`src/rtl/ext_read_seq_pkg.sv`:
```
package ext_read_seq_pkg;

  typedef enum logic [2:0] {
    ST_IDLE,
    ST_ALIGN,
    ST_LEAD,
    ST_ACTIVE,
    ST_TRAIL
  } rd_state_e;

  // Effective phase length: a zero field still gives one cycle.
  function automatic int unsigned phase_len(input int unsigned field);
    return (field == 0) ? 1 : field;
  endfunction

  // An alignment cycle is needed when the next cycle would be a low bus-clock phase.
  function automatic logic need_align(input logic half, input logic ph_now);
    return half & ph_now;
  endfunction

endpackage

```
`src/rtl/ext_read_seq_bclk.sv`:
```
module ext_read_seq_bclk (
  input  logic clk,
  input  logic rst_n,
  input  logic half_rate,
  output logic bclk_phase
);

  always_ff @(posedge clk or negedge rst_n) begin
    if (!rst_n) bclk_phase <= 1'b1;
    else        bclk_phase <= half_rate ? ~bclk_phase : 1'b1;
  end

  assert_full_rate_high_R12: assert property (@(posedge clk) disable iff (!rst_n)
    !half_rate |=> bclk_phase);

endmodule

```
`src/rtl/ext_read_seq_fsm.sv`:
```
module ext_read_seq_fsm
  import ext_read_seq_pkg::*;
#(
  parameter int CNT_W = 4
) (
  input  logic             clk,
  input  logic             rst_n,
  input  logic             req,
  input  logic             half_rate,
  input  logic             bclk_phase,
  input  logic             use_ready,
  input  logic [CNT_W-1:0] lead_cnt,
  input  logic [CNT_W-1:0] active_cnt,
  input  logic [CNT_W-1:0] trail_cnt,
  input  logic             bus_ready,
  output logic             accept,
  output logic             lead_go,
  output logic             cap_go,
  output logic             done,
  output logic             busy,
  output logic             cs_act,
  output logic             rd_act
);

  rd_state_e        state;
  logic [CNT_W-1:0] cnt;
  logic [CNT_W-1:0] lead_q, act_q, trail_q;
  logic             ur_q;
  logic             cnt_zero;
  logic             go_align;
  logic             trail_end;

  assign cnt_zero  = (cnt == '0);
  assign accept    = (state == ST_IDLE) && req;
  assign go_align  = accept && need_align(half_rate, bclk_phase);
  assign lead_go   = (accept && !go_align) || (state == ST_ALIGN);
  assign cap_go    = (state == ST_ACTIVE) && cnt_zero && (!ur_q || bus_ready);
  assign trail_end = (state == ST_TRAIL) && cnt_zero;

  assign busy   = (state != ST_IDLE);
  assign cs_act = (state == ST_LEAD) || (state == ST_ACTIVE) || (state == ST_TRAIL);
  assign rd_act = (state == ST_ACTIVE);

  always_ff @(posedge clk or negedge rst_n) begin
    if (!rst_n) begin
      state   <= ST_IDLE;
      cnt     <= '0;
      lead_q  <= '0;
      act_q   <= '0;
      trail_q <= '0;
      ur_q    <= 1'b0;
      done    <= 1'b0;
    end else begin
      done <= trail_end;
      unique case (state)
        ST_IDLE: begin
          if (req) begin
            lead_q  <= lead_cnt;
            act_q   <= active_cnt;
            trail_q <= trail_cnt;
            ur_q    <= use_ready;
            cnt     <= CNT_W'(phase_len(32'(lead_cnt)) - 1);
            state   <= go_align ? ST_ALIGN : ST_LEAD;
          end
        end
        ST_ALIGN: begin
          cnt   <= CNT_W'(phase_len(32'(lead_q)) - 1);
          state <= ST_LEAD;
        end
        ST_LEAD: begin
          if (cnt_zero) begin
            cnt   <= CNT_W'(phase_len(32'(act_q)) - 1);
            state <= ST_ACTIVE;
          end else begin
            cnt <= cnt - 1'b1;
          end
        end
        ST_ACTIVE: begin
          if (cap_go) begin
            cnt   <= CNT_W'(phase_len(32'(trail_q)) - 1);
            state <= ST_TRAIL;
          end else if (!cnt_zero) begin
            cnt <= cnt - 1'b1;
          end
        end
        ST_TRAIL: begin
          if (cnt_zero) state <= ST_IDLE;
          else          cnt   <= cnt - 1'b1;
        end
        default: state <= ST_IDLE;
      endcase
    end
  end

  assert_align_single_R3: assert property (@(posedge clk) disable iff (!rst_n)
    (state == ST_ALIGN) |=> (state == ST_LEAD));

  assert_no_ready_exit_R6: assert property (@(posedge clk) disable iff (!rst_n)
    ((state == ST_ACTIVE) && cnt_zero && !ur_q) |=> (state == ST_TRAIL));

  assert_wait_for_ready_R7: assert property (@(posedge clk) disable iff (!rst_n)
    ((state == ST_ACTIVE) && cnt_zero && ur_q && !bus_ready) |=> (state == ST_ACTIVE));

  assert_done_pulse_R9: assert property (@(posedge clk) disable iff (!rst_n)
    done |=> !done);

  assert_done_idle_R9: assert property (@(posedge clk) disable iff (!rst_n)
    done |-> !busy);

endmodule

```
`src/rtl/ext_read_seq_dpath.sv`:
```
module ext_read_seq_dpath #(
  parameter int ADDR_W = 19,
  parameter int DATA_W = 16
) (
  input  logic              clk,
  input  logic              rst_n,
  input  logic              accept,
  input  logic              lead_go,
  input  logic              cap_go,
  input  logic [ADDR_W-1:0] req_addr,
  input  logic [DATA_W-1:0] bus_din,
  output logic [ADDR_W-1:0] bus_addr,
  output logic [DATA_W-1:0] rdata
);

  logic [ADDR_W-1:0] pend_q;
  logic [ADDR_W-1:0] addr_src;

  assign addr_src = accept ? req_addr : pend_q;

  always_ff @(posedge clk or negedge rst_n) begin
    if (!rst_n) begin
      pend_q   <= '0;
      bus_addr <= '0;
      rdata    <= '0;
    end else begin
      if (accept)  pend_q   <= req_addr;
      if (lead_go) bus_addr <= addr_src;
      if (cap_go)  rdata    <= bus_din;
    end
  end

  assert_addr_hold_R5: assert property (@(posedge clk) disable iff (!rst_n)
    !lead_go |=> $stable(bus_addr));

endmodule

```
`src/rtl/ext_read_seq.sv`:
```
module ext_read_seq #(
  parameter int ADDR_W = 19,
  parameter int DATA_W = 16,
  parameter int CNT_W  = 4
) (
  input  logic              clk,
  input  logic              rst_n,
  input  logic              half_rate,
  input  logic              use_ready,
  input  logic [CNT_W-1:0]  lead_cnt,
  input  logic [CNT_W-1:0]  active_cnt,
  input  logic [CNT_W-1:0]  trail_cnt,
  input  logic              req,
  input  logic [ADDR_W-1:0] req_addr,
  output logic              busy,
  output logic              done,
  output logic [DATA_W-1:0] rdata,
  input  logic              bus_ready,
  input  logic [DATA_W-1:0] bus_din,
  output logic              bclk_phase,
  output logic              bus_cs_n,
  output logic              bus_rd_n,
  output logic              bus_we_n,
  output logic              bus_rnw,
  output logic [ADDR_W-1:0] bus_addr
);

  logic accept, lead_go, cap_go, cs_act, rd_act;

  ext_read_seq_bclk u_bclk (
    .clk        (clk),
    .rst_n      (rst_n),
    .half_rate  (half_rate),
    .bclk_phase (bclk_phase)
  );

  ext_read_seq_fsm #(.CNT_W(CNT_W)) u_fsm (
    .clk        (clk),
    .rst_n      (rst_n),
    .req        (req),
    .half_rate  (half_rate),
    .bclk_phase (bclk_phase),
    .use_ready  (use_ready),
    .lead_cnt   (lead_cnt),
    .active_cnt (active_cnt),
    .trail_cnt  (trail_cnt),
    .bus_ready  (bus_ready),
    .accept     (accept),
    .lead_go    (lead_go),
    .cap_go     (cap_go),
    .done       (done),
    .busy       (busy),
    .cs_act     (cs_act),
    .rd_act     (rd_act)
  );

  ext_read_seq_dpath #(.ADDR_W(ADDR_W), .DATA_W(DATA_W)) u_dpath (
    .clk      (clk),
    .rst_n    (rst_n),
    .accept   (accept),
    .lead_go  (lead_go),
    .cap_go   (cap_go),
    .req_addr (req_addr),
    .bus_din  (bus_din),
    .bus_addr (bus_addr),
    .rdata    (rdata)
  );

  assign bus_cs_n = ~cs_act;
  assign bus_rd_n = ~rd_act;
  assign bus_we_n = 1'b1;
  assign bus_rnw  = 1'b1;

  assert_lead_on_high_R3: assert property (@(posedge clk) disable iff (!rst_n)
    lead_go |=> bclk_phase);

  assert_align_quiet_R4: assert property (@(posedge clk) disable iff (!rst_n)
    (busy && bus_cs_n) |-> bus_rd_n);

  assert_strobe_in_cs_R2: assert property (@(posedge clk) disable iff (!rst_n)
    !bus_rd_n |-> !bus_cs_n);

endmodule

```
`config.mk`:
```
export PLATFORM = sky130hd
export DESIGN_NAME = ext_read_seq
export DESIGN_NICKNAME = d
export VERILOG_FILES = /design/src/rtl/ext_read_seq_pkg.sv /design/src/rtl/ext_read_seq_bclk.sv /design/src/rtl/ext_read_seq_fsm.sv /design/src/rtl/ext_read_seq_dpath.sv /design/src/rtl/ext_read_seq.sv
export SDC_FILE = /design/constraint.sdc
export NUM_CORES = 1
export LEC_CHECK = 0
export BUFFER_PORTS_ARGS = -buffer_cell sky130_fd_sc_hd__clkbuf_2
export CAP_MARGIN = 5
export CORE_AREA = 2 2 90 92
export DETAILED_ROUTE_END_ITERATION = 10
export DIE_AREA = 0 0 92 94
export PLACE_DENSITY = 0.74
export SYNTH_ARGS = -nofsm -noshare
export SYNTH_HDL_FRONTEND = slang
export SYNTH_HIERARCHICAL = 1
export SYNTH_SLANG_ARGS = --single-unit
```
`constraint.sdc`:
```
create_clock -name clk -period 2 [get_ports clk]
set_input_delay 0.1 -clock clk [delete_from_list [all_inputs] [get_ports clk]]
set_output_delay 0.1 -clock clk [all_outputs]
set_load 0.02 [all_outputs]
```
======== Yosys cells after proc, flatten, opt, wreduce, memory -nomap -nowiden ========
Index checks and enable logic that the tools add are counted.
W data, S select, Z words.
storage, ports and cells
  flip-flop bits (word level) ............. 76
  input port bits ......................... 53
cells by class
  $add $sub $neg .......................... 5
  equality and inequality tests ........... 8
  mux-type cells .......................... 17
  bitwise logic cells ..................... 4
  reductions and logical operators ........ 23
operators with widths
  operator               number
  $mux W4                8
  $logic_not A4 Y1       5
  $pmux W4 S5            1
  $sub A4 B1 Y4 const B  5
  $mux W19               1
  $pmux W3 S5            1
  $mux W3                4
  $eq A3 B2 Y1 const B   2
  $logic_and A1 B1 Y1    6
  $reduce_bool A5 Y1     1
  $logic_or A1 B1 Y1     4
  $ne A2 B1 Y1 const B   2
  $ne A2 B2 Y1 const B   2
  $reduce_and A2 Y1      2
  $reduce_and A4 Y1      1
  $eq A3 B1 Y1 const B   1
  $eq A3 B3 Y1 const B   1
  $logic_not A3 Y1       1
  $not A1 Y1             3
  $reduce_bool A3 Y1     1
  $logic_not A1 Y1       2
  $mux W2                1
  $and A1 B1 Y1          1
  $mux W1                1

======== Logic depth before layout (Yosys ltp) ========
  word-level depth ........................ 6
  gate-level depth with buffers ........... 10
  depth with buffers taken out ............ 10

======== Hierarchy ========
Netlist, hierarchy kept.
by module, submodules not included
  module              times used  cells an instance  area each (sq um)  seq. area each (sq um)
  ext_read_seq_dpath  1           114                2088.3             1351.3
  ext_read_seq_fsm    1           140                1335.0             525.5
  ext_read_seq_bclk   1           2                  30.0               26.3
  ext_read_seq        1           5                  26.3               0.0

======== Least setup slack after synthesis ========
Ideal clock, no wire load.
  path kind ............................... flip-flop to flip-flop
  start ................................... register u_fsm.state[0]
  end ..................................... register u_dpath.bus_addr[10]
  setup time .............................. 0.125 ns
  arrival time ............................ 2.062 ns
  required time ........................... 1.875 ns
  path slack .............................. -0.187 ns
  cell stages (with the launch flop) ...... 9
  clock period less this slack ............ 2.187 ns
  cell sequence ........................... dfrtp_1 -> buf_6 -> or3_4 -> nor2_8 -> buf_6 -> buf_6 -> buf_12 -> mux2_4 -> mux2_4
RTL lines
  item                      line                      RTL
  start: declaration        ext_read_seq_fsm.sv:25    rd_state_e state;
  start signal: assignment  ext_read_seq_fsm.sv:63    state <= go_align ? ST_ALIGN : ST_LEAD;
  $logic_not A3 Y1          ext_read_seq_fsm.sv:34    assign accept = (state == ST_IDLE) && req;
  $logic_and A1 B1 Y1       ext_read_seq_fsm.sv:34
  via accept                ext_read_seq.sv:28        logic accept, lead_go, cap_go, cs_act, rd_act;
  $mux W19                  --
  via u_dpath.addr_src[10]  ext_read_seq_dpath.sv:17  logic [ADDR_W-1:0] addr_src;
  end signal: assignment    ext_read_seq_dpath.sv:28  if (lead_go) bus_addr <= addr_src;
  end: declaration          ext_read_seq_dpath.sv:12  output logic [ADDR_W-1:0] bus_addr,
The timed path passes the listed nets, and every way through them passes these cells.
A chain may end at the register's enable or synchronous reset.

======== Worst setup path after layout ========
  start ................................... register u_fsm.state[0]
  end ..................................... output port bus_cs_n
between the ends
  longest elaborated chain between the ends .. 4
RTL lines
  item                    line                    RTL
  $eq A3 B2 Y1            ext_read_seq_fsm.sv:41  assign cs_act = (state == ST_LEAD) || (state == ST_ACTIVE) || (state == ST_TRAIL);
  $logic_or A1 B1 Y1      ext_read_seq_fsm.sv:41
  $logic_or A1 B1 Y1 (*)  ext_read_seq_fsm.sv:41
  via cs_act              ext_read_seq.sv:28
  $not A1 Y1 (*)          ext_read_seq.sv:69      assign bus_cs_n = ~cs_act;
  end: declaration        ext_read_seq.sv:21      output logic bus_cs_n,
The timed path passes the listed nets; every way through them passes the cells marked *.

==> flow_summary_export.csv <==
group,metric,value,unit
run_status,outcome,"finished, final reports clean",
synth,synthArstFlopShare,1.00,
finish,num_antenna_cells,0,
floorplanning,die-area,8650,µm²
clock_tree,clkTransAtPathRegs,0.07,ns
detailed_routing,via_per_inst,4.99,
floorplanning,start_util,0.457,
finish,layout.nets,471,
sta,timing.fmax,515,MHz
global_routing,grt_pass1_vias,2627,
critical_path,crit_type,"reg -> out",
pwr,leakagePower,2.32,nW
finish,drive_gt1_frac,0.496,
pwr,seqPwrFrac,0.377,
critical_path,cp.arrival,1.84,ns
sta,holdWs,0.0119,ns
hold_path,min_from,"req_addr[17]",
detailed_routing,final_antenna_net_count,0,
synth,synth-compound-area-share,0.0611,
synth,synth_top_family_by_area,"multiplexers",
placement,dpl.cell_count,461,
synth,synthMuxAreaShare,0.241,
synth,yosys.area_share.xor_xnor,0.00755,
pwr,power_frac_comb,0.445,
floorplanning,num_rows,32,
sta,clock_skew,0.0107,ns
synth,ys.flop_type,"dfrtp_1",
placement,post-place-ws,0.0849,ns
synth,syn_area_per_cell,13.3,µm²
hold_path,min_to,"u_dpath/pend_q[17]",
sta,finalHoldViolCount,0,
synth,ys_seq_area_frac,0.547,
global_routing,overflow,0,
sta,finalMaxSlewViolations,0,
run,drv_cap,0,
sta,slew_headroom,0.650,
finish,area_delta_synth_final,39.2,%
critical_path,endpoint_kind,"output port",
critical_path,start_kind,"register",
clock_tree,clk_latency,0.35,ns
global_routing,grt_pass1_wl,12400,µm
pwr,p_clk_frac,0.178,
floorplanning,coreArea,7610,µm²
placement,dp_hpwl,5420,µm
global_routing,grt_start_max_net_pins,42,
detailed_routing,drt-wirelength-per-cell,15.2,µm
floorplanning,die-width,92,µm
pwr,power.net_switching,2.59,mW
pwr,powerDensity,1480,nW/µm²
hold_path,hp-class,"in -> reg",
critical_path,crit_fanout,9,
placement,gp_congestion,0.904,
synth,synthDistinctLibCells,43,
clock_tree,clockBufferDepth,2,
floorplanning,die_y,94,µm
synth,synth-simple-area-share,0.0939,
detailed_routing,vias,2599,
detailed_routing,drt_iter0_drc,61,
synth,synth.cell_area,3480,µm²
synth,synth_warnings,6,
placement,port_buffers,92,
synth,synth_edf_count,0,
finish,layout.cells.non_filler,521,
clock_tree,htree_num_levels,3,
sta,worst_slack,0.0593,ns
pwr,switching_share,0.361,
sta,period_share,0.970,
pwr,ir_drop,0.899,mV
critical_path,r2r_start,"u_fsm/state[0]",
critical_path,r2r.worst_path.cells,6,
synth,synthAdderAreaFrac,0.0108,
critical_path,timing.rr.end,"u_dpath/bus_addr[5]",
floorplanning,num_io_pins,95,
finish,fill_cells,582,
critical_path,reg2reg_slack,0.07,ns
sta,setup_viol,0,
global_routing,grtUsageTotal,0.188,
clock_tree,numCtsBuffers,9,
sta,worst-slew-pin-transition,0.525,ns
clock_tree,cts.sinks,76,
synth,synthCells,261,
detailed_routing,drc,0,
synth,ys_seq_elements,76,
critical_path,cp_data_required_time,1.90,ns
clock_tree,cts-root-buf,"clkbuf_8",
clock_tree,cts_tree,"done",
detailed_routing,drtPass1Iterations,5,
detailed_routing,finalWirelength,7900,µm
sta,min_period,1.94,ns
global_routing,antenna_found_initial,0,
hold_path,hold-path-cell-count,2,
sta,fin_setup_tns,0,ns
pwr,p_int,4.58,mW
[timing repair]
| action | CTS | global route |
|---|---|---|
| endpoints found under the hold margin | 80 | 0 |
| hold buffers | 43 | 0 |
| setup buffers | 0 | 2 |
| endpoints found under the setup margin | 0 | 4 |
| gates resized for setup | 0 | 9 |
[layout by cell type, fill, tap and decap left out, types with 4 or more instances in the layout]
cell / count
a21oi_1: 9
clkbuf_8: 9
dlygate4sd3_1: 43
nor2_1: 9
nor3_1: 9
o21ai_0: 12
buf_12: 4
inv_1: 9
dfrtp_1: 75
mux2_4: 20
nand2_1: 15
mux2_2: 47
clkbuf_2: 91
buf_4: 14
[how the worst max path moves through the flow]
stage | from | end | slack (ns) | cells after the start
global placement | u_fsm/cnt[0] | u_fsm/cnt[0] | 0.12 | 7
floorplan | u_fsm/state[0] | u_dpath/bus_addr[10] | -0.15 | 8
detailed placement | u_fsm/state[2] | u_fsm/cnt[1] | 0.08 | 9
global route | u_fsm/cnt[0] | u_fsm/cnt[0] | -0.007 | 8
CTS | u_fsm/state[0] | bus_cs_n | 0.03 | 6
finish | u_fsm/state[0] | bus_cs_n | 0.06 | 6
[power by group through the flow]
stage                     clock network (mW)  logic [mW]  registers, mW
after floorplan                            0        1.78           3.03
after global placement                     0        2.97           2.67
after detailed placement                   0        3.03           2.72
after CTS                               1.31        3.11           2.69
after global routing                    1.37        3.45           2.78
final                                   1.28        3.19           2.70
[logic make-up after synthesis]
group,Yosys count
DFF,76
muxes,68
and+or+nand+nor,56
AOI/OAI and AO/OA,34
buffers and inverters,20
adders and majority gates,3
xor gates and xnor gates,3
other,1
[flip-flops by register name, indices dropped and copies added, names as in the netlist]
name	count
u_bclk/bclk_phase	1
u_dpath/bus_addr	19
u_dpath/pend_q	19
u_dpath/rdata	16
u_fsm/act_q	4
u_fsm/cnt	4
u_fsm/done	1
u_fsm/lead_q	4
u_fsm/state	3
u_fsm/trail_q	4
u_fsm/ur_q	1
[metrics by stage]
step / utilization / cell area [µm²] / power [mW]
after floorplan: - / 3490 / 4.81
after global placement: 0.546 / 4150 / 5.64
after detailed placement: 0.546 / 4150 / 5.75
after CTS: 0.630 / 4790 / 7.11
after global routing: 0.637 / 4840 / 7.60
final: 0.637 / 4840 / 7.16
[cells in the mapped netlist (all sizes together), types with 3 or more instances]
cell / number / area, µm²
a21oi: 9 / 45.0
buf: 11 / 96.3
dfrtp: 75 / 1880
ha: 3 / 37.5
inv: 9 / 33.8
mux2: 67 / 830
nand2: 16 / 60.1
nand2b: 3 / 18.8
nor2: 12 / 61.3
nor3: 11 / 60.1
o21ai: 13 / 65.1
o31ai: 3 / 22.5
[final cells by class]
type                    count  area [µm²]  share of cell area
multi-input cells         166        1490               0.307
repair buffers            153        1080               0.223
well taps                 102         128              0.0263
clock buffers               9         124              0.0256
inverters                   9        33.8             0.00697
flip-flops and latches     76        1900               0.393
clock inverters             6        87.6              0.0181
[per-layer routing]
| metal | GRT usage | up-vias | wire length, µm |
|---|---|---|---|
| li1 | - | 1234 | - |
| met1 | 0.216 | 1285 | 3210 |
| met2 | 0.333 | 72 | 4200 |
| met3 | 0.0578 | 8 | 378 |
| met4 | 0.0647 | 0 | 120 |
| met5 | 0 | - | 0 |
[critical path, stage by stage (launching register included)]
cell      delay [ns]
dfrtp_1         0.41
buf_4           0.18
or3b_4          0.43
and2_2          0.25
inv_1           0.06
inv_1           0.03
clkbuf_2        0.14
No activity file was read; power rests on OpenSTA's default activity.
